File: src/rtl/alu_cc_pkg.sv
// Package for the integer ALU: function codes and the layout of the flag
// register. Assumes a 4-bit function field, with codes 0 to 3 defined.
package alu_cc_pkg;

    localparam int unsigned FUNC_W = 4;

    typedef enum logic [FUNC_W-1:0] {
        FN_ADD = 4'd0,
        FN_SUB = 4'd1,
        FN_AND = 4'd2,
        FN_XOR = 4'd3
    } alu_fn_e;

    typedef struct packed {
        logic ov;
        logic zf;
        logic sf;
    } alu_flags_t;

    localparam alu_flags_t FLAGS_RESET = '{ov: 1'b0, zf: 1'b1, sf: 1'b0};

    // True for the four defined codes.
    function automatic logic fn_defined(input logic [FUNC_W-1:0] code);
        return code[FUNC_W-1:2] == '0;
    endfunction

endpackage

File: src/rtl/alu_cc_datapath.sv
// Combinational datapath. It computes the result and the raw flag values for
// one operation. Subtract gives B - A through a single shared adder. Assumes
// the function code is stable for the whole cycle. Undefined codes give zero.
module alu_cc_datapath
    import alu_cc_pkg::*;
#(
    parameter int unsigned WIDTH = 32
) (
    input  logic [WIDTH-1:0]  opnd_a,
    input  logic [WIDTH-1:0]  opnd_b,
    input  logic [FUNC_W-1:0] func,
    output logic [WIDTH-1:0]  result,
    output alu_flags_t        raw_flags
);
    localparam int unsigned MSB = WIDTH - 1;

    logic             is_sub;
    logic [WIDTH-1:0] addend;
    logic [WIDTH-1:0] sum;
    logic [WIDTH-1:0] and_v;
    logic [WIDTH-1:0] xor_v;
    logic             ov_add;
    logic             ov_sub;

    // Shared adder: B + A, or B + ~A + 1 when subtracting.
    always_comb begin
        is_sub = (func == FN_SUB);
        addend = is_sub ? ~opnd_a : opnd_a;
        sum    = opnd_b + addend + WIDTH'(is_sub);
    end

    // Bitwise logic unit, one slice per bit.
    for (genvar i = 0; i < WIDTH; i++) begin : g_bit
        assign and_v[i] = opnd_a[i] & opnd_b[i];
        assign xor_v[i] = opnd_a[i] ^ opnd_b[i];
    end

    // Signed overflow for each arithmetic mode, judged against B's sign.
    always_comb begin
        ov_add = (opnd_a[MSB] == opnd_b[MSB]) && (sum[MSB] != opnd_b[MSB]);
        ov_sub = (opnd_a[MSB] != opnd_b[MSB]) && (sum[MSB] != opnd_b[MSB]);
    end

    // Select the result and the raw overflow by function code.
    always_comb begin
        result       = '0;
        raw_flags.ov = 1'b0;
        case (func)
            FN_ADD:  begin result = sum;   raw_flags.ov = ov_add; end
            FN_SUB:  begin result = sum;   raw_flags.ov = ov_sub; end
            FN_AND:  result = and_v;
            FN_XOR:  result = xor_v;
            default: result = '0;
        endcase
        raw_flags.zf = (result == '0);
        raw_flags.sf = result[MSB];
    end

    // Arithmetic results checked against their inverse operation.
    always_comb begin
        if (func == FN_ADD)
            AST_ADD_INVERSE: assert (result - opnd_b == opnd_a);
        if (func == FN_SUB)
            AST_SUB_INVERSE: assert (result + opnd_a == opnd_b);
        if (!fn_defined(func))
            AST_UNDEF_ZERO: assert (result == '0);
    end

endmodule

File: src/rtl/alu_cc_flagreg.sv
// Flag register. It loads the raw flags on a rising edge when loading is
// enabled and the code is defined; otherwise it holds. Synchronous reset,
// active low, to the zero-set state. Assumes load_en is driven in every cycle.
module alu_cc_flagreg
    import alu_cc_pkg::*;
(
    input  logic       clk,
    input  logic       rst_n,
    input  logic       load_en,
    input  alu_flags_t raw_flags,
    output alu_flags_t flags_q
);
    // Capture, hold or reset the flags.
    always_ff @(posedge clk) begin
        if (!rst_n)
            flags_q <= FLAGS_RESET;
        else if (load_en)
            flags_q <= raw_flags;
    end

    AST_HOLD_WHEN_IDLE: assert property (@(posedge clk) disable iff (!rst_n)
        !load_en |=> $stable(flags_q));

    AST_RESET_VALUE: assert property (@(posedge clk)
        !rst_n |=> (flags_q == FLAGS_RESET));

endmodule

File: src/rtl/alu_cc_unit.sv
// Top of the integer ALU. It joins the combinational datapath to the flag
// register. Flags load only for defined codes with cc_load high, so address
// and stack arithmetic run in add mode without touching the flags.
module alu_cc_unit
    import alu_cc_pkg::*;
#(
    parameter int unsigned WIDTH = 32
) (
    input  logic              clk,
    input  logic              rst_n,
    input  logic [WIDTH-1:0]  opnd_a,
    input  logic [WIDTH-1:0]  opnd_b,
    input  logic [FUNC_W-1:0] func,
    input  logic              cc_load,
    output logic [WIDTH-1:0]  alu_out,
    output logic              flag_ov,
    output logic              flag_zero,
    output logic              flag_neg
);
    alu_flags_t raw_flags;
    alu_flags_t flags_q;
    logic       load_en;

    alu_cc_datapath #(.WIDTH(WIDTH)) i_datapath (
        .opnd_a    (opnd_a),
        .opnd_b    (opnd_b),
        .func      (func),
        .result    (alu_out),
        .raw_flags (raw_flags)
    );

    // Gate the load: undefined codes never change the flags.
    assign load_en = cc_load && fn_defined(func);

    alu_cc_flagreg i_flagreg (
        .clk       (clk),
        .rst_n     (rst_n),
        .load_en   (load_en),
        .raw_flags (raw_flags),
        .flags_q   (flags_q)
    );

    // Drive the flag outputs from the register.
    assign flag_ov   = flags_q.ov;
    assign flag_zero = flags_q.zf;
    assign flag_neg  = flags_q.sf;

    AST_ZERO_FOLLOWS: assert property (@(posedge clk) disable iff (!rst_n)
        load_en |=> (flag_zero == ($past(alu_out) == '0)));

    AST_SIGN_FOLLOWS: assert property (@(posedge clk) disable iff (!rst_n)
        load_en |=> (flag_neg == $past(alu_out[WIDTH-1])));

    AST_LOGIC_NO_OV: assert property (@(posedge clk) disable iff (!rst_n)
        (cc_load && (func == FN_AND || func == FN_XOR)) |=> !flag_ov);

    AST_UNDEF_HOLDS: assert property (@(posedge clk) disable iff (!rst_n)
        !fn_defined(func) |=> $stable({flag_ov, flag_zero, flag_neg}));

endmodule

File: config.mk
export PLATFORM = sky130hd
export DESIGN_NAME = alu_cc_unit
export DESIGN_NICKNAME = d
export VERILOG_FILES = /design/src/rtl/alu_cc_pkg.sv /design/src/rtl/alu_cc_datapath.sv /design/src/rtl/alu_cc_flagreg.sv /design/src/rtl/alu_cc_unit.sv
export SDC_FILE = /design/constraint.sdc
export NUM_CORES = 1
export LEC_CHECK = 0
export ABC_AREA = 1
export BUFFER_PORTS_ARGS = -buffer_cell sky130_fd_sc_hd__buf_2
export CAP_MARGIN = 20
export CELL_PAD_IN_SITES_DETAIL_PLACEMENT = 0
export CELL_PAD_IN_SITES_GLOBAL_PLACEMENT = 1
export CORE_ASPECT_RATIO = 0.8
export CORE_MARGIN = 10
export CORE_UTILIZATION = 34
export CTS_BUF_LIST = sky130_fd_sc_hd__clkbuf_16
export CTS_CLUSTER_SIZE = 25
export DETAILED_ROUTE_END_ITERATION = 16
export PLACE_DENSITY = 0.91
export SYNTH_ARGS = -nofsm -noshare
export SYNTH_HDL_FRONTEND = slang
export SYNTH_SLANG_ARGS = --single-unit
export TNS_END_PERCENT = 20
File: constraint.sdc
create_clock -name clk -period 3.2 [get_ports clk]
set_input_delay 0.48 -clock clk [delete_from_list [all_inputs] [get_ports clk]]
set_output_delay 0.48 -clock clk [all_outputs]
set_load 0.1 [all_outputs]
==> results of run 1 <==
cell type report:
class	count	area, um2
inverters	108	412.9
repair buffers	247	2162
clock inverters	1	3.754
clock buffers	3	75.07
flip-flops and latches	3	60.06
multi-input cells	574	4279
fillers	1022	4471
well taps	148	185.2
worst register-to-register path, cell delays in order, from the launching register on:
cell and delay (ps):
dfxtp_1 300, o211ai_1 170, inv_1 60
layer usage:
metal	up-vias	share of wire	track usage
met2	203	0.46	0.3054
met3	25	0.076	0.03001
met1	2561	0.45	0.2512
li1	2776	-	-
met4	0	0.016	0.02703
met5	-	0	0
timing repair:
action / in CTS / in global routing
gates resized for setup: 54 / 108
endpoints found under the setup margin: 22 / 26
cloned: 1 / 0
pin swaps: 16 / 34
hold endpoints to repair: 0 / 0
buffers inserted: 8 / 13
where the power goes:
part | leakage (nW) | switching (W) | internal, W
Combinational | 3.57 | 0.000937 | 0.000680
Sequential | 0.0245 | 0.000000875 | 0.0000393
Clock | 0.0423 | 0.0000330 | 0.000161
Total | 3.64 | 0.000971 | 0.000880
kinds of logic (layout without fill, tap and decap cells):
family,count (synthesis),count (layout),share of synthesized area
AND/OR/NAND/NOR,379,379,0.4386
buffers and inverters,120,359,0.1197
AO/OA/AOI/OAI,94,94,0.1471
adder cells (fa/ha/maj),68,68,0.2094
XOR/XNOR,33,33,0.07051
flip-flops,3,3,0.01465
metrics by stage:
stage | total power [W] | util | setup TNS (ps) | setup slack [ps] | hold slack, ps
finish | 0.001851 | 0.6162 | -2169 | -180.5 | 464.2
global route | 0.001973 | 0.6162 | -4479 | -258.7 | 498.1
CTS | 0.001677 | 0.5625 | -1160 | -145.1 | 469.8
detailed placement | 0.001421 | 0.5317 | -2551 | -248.1 | 462.5
global placement | 0.001406 | 0.5317 | -1758 | -191.7 | 452.4
floorplan | 0.0008621 | - | -95.70 | -95.70 | 611.6
placed cells by master (no fill, tap or decap), types with 11 or more instances in the layout:
cell type | synthesis | final
a21oi_1 | 33 | 17
a21oi_2 | 5 | 19
a22oi_1 | 28 | 28
buf_12 | 0 | 34
buf_2 | 4 | 70
buf_4 | 4 | 134
ha_1 | 67 | 49
inv_1 | 93 | 88
inv_2 | 14 | 18
nand2_1 | 187 | 142
nand2_2 | 27 | 61
nand2_4 | 3 | 14
nand3_1 | 52 | 41
nand3_2 | 7 | 16
nand3b_1 | 13 | 13
nor2_1 | 46 | 35
nor2_2 | 13 | 17
nor2_4 | 4 | 11
xnor2_1 | 31 | 22
cell usage after synthesis (all sizes together):
library cell and count:
xor2 2, a21o 3, nor2 63, o21ai 15, buf 11, xnor2 31
a31oi 1, nand3 59, clkbuf 1, nor3 11, and2 2, o211ai 1
or2 2, nor4 2, a21boi 1, dfxtp 3, nand4 10, a22oi 29
o21a 2, inv 108, o21bai 4, nand3b 13, nand2 217, ha 67
a21oi 38, fa 1
worst max-delay path by stage:
stage / startpoint / slack [ps] / to / cells past startpoint
2_1_floorplan: func[3] / -100 / i_flagreg.flags_q[1] / 22
5_1_grt: func[2] / -260 / alu_out[27] / 21
3_5_place_dp: func[0] / -250 / alu_out[27] / 19
4_1_cts: func[3] / -150 / alu_out[27] / 21
6_report: func[2] / -180 / alu_out[30] / 17
3_3_place_gp: func[0] / -190 / alu_out[31] / 17
==> results.sh, run 1 <==
export IMPL_vdd_drop_max_uv=373.1
export IMPL_ys_warn_count=0
export IMPL_drcViolationCount=0
export IMPL_globalRouteOverflowTotal=0
export IMPL_slew_headroom=0.6759
export IMPL_p_leak_nw=3.635
export IMPL_reg2reg_setup_slack_ps=2550
export IMPL_slowest_delay_ps=350
export IMPL_regMostFlops="i_flagreg.flags_q"
export IMPL_dp_hpwl_um=13360
export IMPL_critPathMaxFanout=6
export IMPL_grt_setup_unrepaired="yes"
export IMPL_timing_rr_end="i_flagreg.flags_q[0]"
export IMPL_antenna_found_initial=0
export IMPL_cts_root_buf="clkbuf_16"
export IMPL_netlist_area_um2=4099
export IMPL_dieArea_um2=16870
export IMPL_die_w_um=142.8
export IMPL_place_area_um2=6193
export IMPL_worst_r2r_cell_count=2
export IMPL_syn_to_final_growth_pct=75.12
export IMPL_gp_congestion=0.9696
export IMPL_yosysSeqAreaShare=0.01465
export IMPL_detail_route_iter0_violations=312
export IMPL_critPathCaptureType="primary output"
export IMPL_syn_num_nets=836
export IMPL_setup_viol=20
export IMPL_synth_top_area_frac=0.2045
export IMPL_grt_max_degree=23
export IMPL_cp_slowest_cell="ha_1"
export IMPL_critPathTopFamily="simple AND/OR/NAND/NOR gates"
export IMPL_worstMarginPinSlew_ps=489.5
export IMPL_cts_max_path_buffers=2
export IMPL_nets=1076
export IMPL_largest_reg_flops=3
export IMPL_grt_pass1_vias=5523
export IMPL_holdPathEnd="i_flagreg.flags_q[2]"
export IMPL_io_pin_count=106
export IMPL_io_buffers=105
export IMPL_ys_ff_latch=3
export IMPL_hold_viol_final=0
export IMPL_hp_start="i_flagreg.flags_q[2]"
export IMPL_max_freq_ghz=0.2958
export IMPL_synth_top_area_cell="ha_1"
export IMPL_cp_arrival_ps=2900
export IMPL_start_util=0.3519
export IMPL_cts_max_level=1
export IMPL_path_buf_inv=5
export IMPL_grt_pass1_wl_um=26470
export IMPL_coreArea_um2=11650
export IMPL_worst_skew_pair_late_latency_ps=220
export IMPL_drt_pass1_iter_count=5
export IMPL_antenna_cells=0
export IMPL_cts_sinks=3
export IMPL_cp_required_ps=2720
export IMPL_drive_above_1_share=0.4872
export IMPL_reg_top3="i_flagreg.flags_q (3)"
export IMPL_row_count=35
export IMPL_cts_hold_buf=0
export IMPL_finalWorstSetupSlack_ps=-180.5
export IMPL_worstSetupPathType="input port to primary output"
export IMPL_violations="negative setup slack"
export IMPL_drt_wirelength_per_cell_um=15.69
export IMPL_syn_avg_cell_area_um2=5.881
export IMPL_vias_per_cell=5.134
export IMPL_power_density_nw_per_um2=257.9
export IMPL_grt_total_usage=0.1853
export IMPL_synthCells=697
export IMPL_hold_path_class="flop to flop"
export IMPL_cts_made_buffers=3
export IMPL_vias=5565
export IMPL_fin_cells=1084
export IMPL_drv_slew=0
export IMPL_synth_cell_type_count=42
export IMPL_place_inst=1058
export IMPL_period_needed_ps=3381
export IMPL_skew_ps=0
export IMPL_fp_dieH_um=118.2
export IMPL_fin_area_um2=7178
export IMPL_holdPathStages=2
export IMPL_synthTopCellsByArea="ha_1 (20%), nand2_1 (17%), inv_1 (8.5%)"
export IMPL_cts_tree="built"
export IMPL_status="complete, but fails checks"
export IMPL_wl_um=17000
export IMPL_fin_crit_sh=1.056
export IMPL_drv_cap=0
export IMPL_path_cells="buf_8 > nor2_4 > nand2_4 > buf_12 > xnor2_1 > ha_1 > buf_4 > nand2_4 > inv_2 > a21oi_2 > nand2_2 > nand2_1 > nand2_2 > nand3_1 > a21oi_1 > o21ai_4 > buf_12"
export IMPL_clkTransAtPathRegs_ps=30
export IMPL_ant_nets=0
export IMPL_crit_reg2reg_launch="i_flagreg.flags_q[0]"
export IMPL_startpoint_type="input port"
(Power assumes the default switching activity.)
==> run 2, diff against run 1 <==
RECOVER_POWER = 25   (was default)
clock period = 3 ns   (was 3.2 ns; I/O delays follow)
==> run 2 against run 1 <==
- routed wire length rose by 15%
- power rose by 17%
- the run still ends with negative setup slack left
- design area rose by 7.0%
- core utilization rose by 4.3 points
- largest cell class unchanged
- final cell count rose by 1.3%
- critical path depth fell by 2
- flip-flop and latch count did not move
- non-clock buffer count rose by 11
- global-route usage fell by 0.70 points
- combinational power rose by 19%
- highest routed layer unchanged
- sequential power rose by 6.2%
==> results.sh, run 2 (same netlist as run 1, synthesis figures left out) <==
export IMPL_pwr_share_seq=0.020
export IMPL_final_util=0.6594
export IMPL_reg_top3="i_flagreg.flags_q (3)"
export IMPL_max_freq_ghz=0.2869
export IMPL_drcViolationCount=0
export IMPL_globalRouteOverflowTotal=0
export IMPL_grt_max_degree=29
export IMPL_gp_congestion=0.9172
export IMPL_vias=6011
export IMPL_slew_headroom=0.2246
export IMPL_final_cell_mix="buf_4 (137), nand2_1 (118), inv_1 (82)"
export IMPL_holdWs_ps=458.9
export IMPL_worstMarginPinSlew_ps=1168
export IMPL_fp_dieH_um=118.2
export IMPL_fin_crit_sh=1.162
export IMPL_io_buffers=105
export IMPL_drt_pass1_iter_count=7
export IMPL_critPathCaptureType="primary output"
export IMPL_io_pin_count=106
export IMPL_clockPowerShare=0.096
export IMPL_p_sw_frac=0.5258
export IMPL_power_frac_comb=0.885
export IMPL_startpoint_type="input port"
export IMPL_grt_total_usage=0.1783
export IMPL_regMostFlops="i_flagreg.flags_q"
export IMPL_cts_root_buf="clkbuf_16"
export IMPL_dp_hpwl_um=13160
export IMPL_clkTransAtPathRegs_ps=30
export IMPL_grt_pass1_wl_um=25360
export IMPL_critPathMaxFanout=8
export IMPL_cts_tree="built"
export IMPL_syn_to_final_growth_pct=87.39
export IMPL_period_needed_ps=3485
export IMPL_cts_hold_buf=0
export IMPL_finalWorstSetupSlack_ps=-485.2
export IMPL_worst_skew_pair_late_latency_ps=220
export IMPL_grt_pass1_vias=5197
export IMPL_antenna_found_initial=1
export IMPL_drv_cap=0
export IMPL_p_leak_nw=3.791
export IMPL_grt_setup_unrepaired="yes"
export IMPL_wl_um=19550
export IMPL_skew_ps=0
export IMPL_row_count=35
export IMPL_start_util=0.3519
export IMPL_largest_reg_flops=3
export IMPL_hold_viol_final=0
export IMPL_hold_path_class="flop to flop"
export IMPL_drive_above_1_share=0.5549
export IMPL_worstSetupPathType="input port to primary output"
export IMPL_internal_power_w=0.001031
export IMPL_status="complete, but fails checks"
export IMPL_drv_slew=0
export IMPL_cts_max_path_buffers=2
export IMPL_power_density_nw_per_um2=283.1
export IMPL_cts_sinks=3
export IMPL_p_sw_w=0.001144
export IMPL_cts_max_level=1
export IMPL_violations="negative setup slack"
export IMPL_detail_route_iter0_violations=485
export IMPL_mostFrequentLayoutCell="buf_4"
export IMPL_cp_arrival_ps=3040
export IMPL_dieArea_um2=16870
export IMPL_cts_made_buffers=3
export IMPL_cp_required_ps=2550
export IMPL_coreArea_um2=11650
export IMPL_die_w_um=142.8
export IMPL_setup_viol=28
export IMPL_drt_wirelength_per_cell_um=17.80
export IMPL_ant_nets=0
export IMPL_vias_per_cell=5.474
export IMPL_vdd_drop_max_uv=615.9
export IMPL_nets=1088
==> run 2: changes by cell type in the layout (fill, tap and decap cells not counted), moves of 4 or more <==
cell | before | now
nand2_4 | 14 | 19
buf_6 | 6 | 13
nor2_1 | 35 | 30
a21oi_1 | 17 | 10
nand2_1 | 142 | 118
xnor2_2 | 4 | 8
inv_1 | 88 | 82
ha_1 | 49 | 41
ha_4 | 9 | 17
nor2_4 | 11 | 18
a21oi_2 | 19 | 25
inv_2 | 18 | 25
nand2_2 | 61 | 79
xnor2_1 | 22 | 17
==> run 2: power groups by stage <==
| stage | Combinational (W) | Clock [W] | Sequential, W |
|---|---|---|---|
| 4_1_cts | 0.00154 | 0.000214 | 0.0000426 |
| 3_3_place_gp | 0.00146 | 0 | 0.0000431 |
| 6_report | 0.00192 | 0.000209 | 0.0000426 |
| 5_1_grt | 0.00203 | 0.000217 | 0.0000427 |
| 3_5_place_dp | 0.00147 | 0 | 0.0000431 |
| 2_1_floorplan | 0.000874 | 0 | 0.0000552 |
==> run 2: repair_timing <==
action / CTS / global route
endpoints found under the setup margin: 27 / 33
cloned: 1 / 1
buffers inserted: 9 / 33
pin swaps: 26 / 104
resized for setup: 53 / 182
==> run 2: worst paths after layout <==
check                       startpoint                   end  slack (ps)  cells after the start
setup / recovery               func[1]           alu_out[29]        -490                     15
hold / removal    i_flagreg.flags_q[1]  i_flagreg.flags_q[1]         460                      2
setup reg to reg  i_flagreg.flags_q[0]  i_flagreg.flags_q[0]        2360                      2
hold reg to reg   i_flagreg.flags_q[1]  i_flagreg.flags_q[1]         460                      2
==> run 2: cell type report <==
type | instances | area (um2)
Timing Repair Buffer | 258 | 2280
Tap cell | 148 | 185.2
Antenna cell | 2 | 5.005
Multi-Input combinational cell | 575 | 4662
Sequential cell | 3 | 60.06
Clock buffer | 3 | 75.07
Fill cell | 860 | 3968
Clock inverter | 1 | 3.754
Inverter | 108 | 410.4
==> run 2: critical path, stage by stage <==
cell,delay [ps]
buf_8,100
nor2_4,180
nand2_8,130
clkbuf_16,200
xnor2_1,130
ha_1,410
nand2_1,140
nor2_1,190
inv_1,140
nor3_4,270
nand3_4,120
nand3_2,90
nand2_2,70
o21ai_4,200
buf_12,190
==> run 2: per-layer routing <==
layer  vias to the layer above  track usage  share of wire
met5                         -            0              0
met4                         0      0.04440          0.036
met3                        78      0.02761          0.081
met2                       355       0.2831           0.47
met1                      2783       0.2444           0.41
li1                       2795            -              -
==> run 2: metrics by stage <==
| step | area [um2] | setup WS (ps) | setup TNS [ps] | total power, W | std cells |
|---|---|---|---|---|---|
| 2_1_floorplan | 4245 | -100.8 | -353.9 | 0.0009292 | 697 |
| 3_3_place_gp | 6167 | -418.2 | -5992 | 0.001498 | 1049 |
| 3_5_place_dp | 6167 | -435.1 | -7189 | 0.001513 | 1049 |
| 4_1_cts | 6515 | -345.2 | -6170 | 0.001794 | 1063 |
| 5_1_grt | 7679 | -565.9 | -10550 | 0.002294 | 1097 |
| 6_report | 7681 | -485.2 | -7304 | 0.002175 | 1098 |
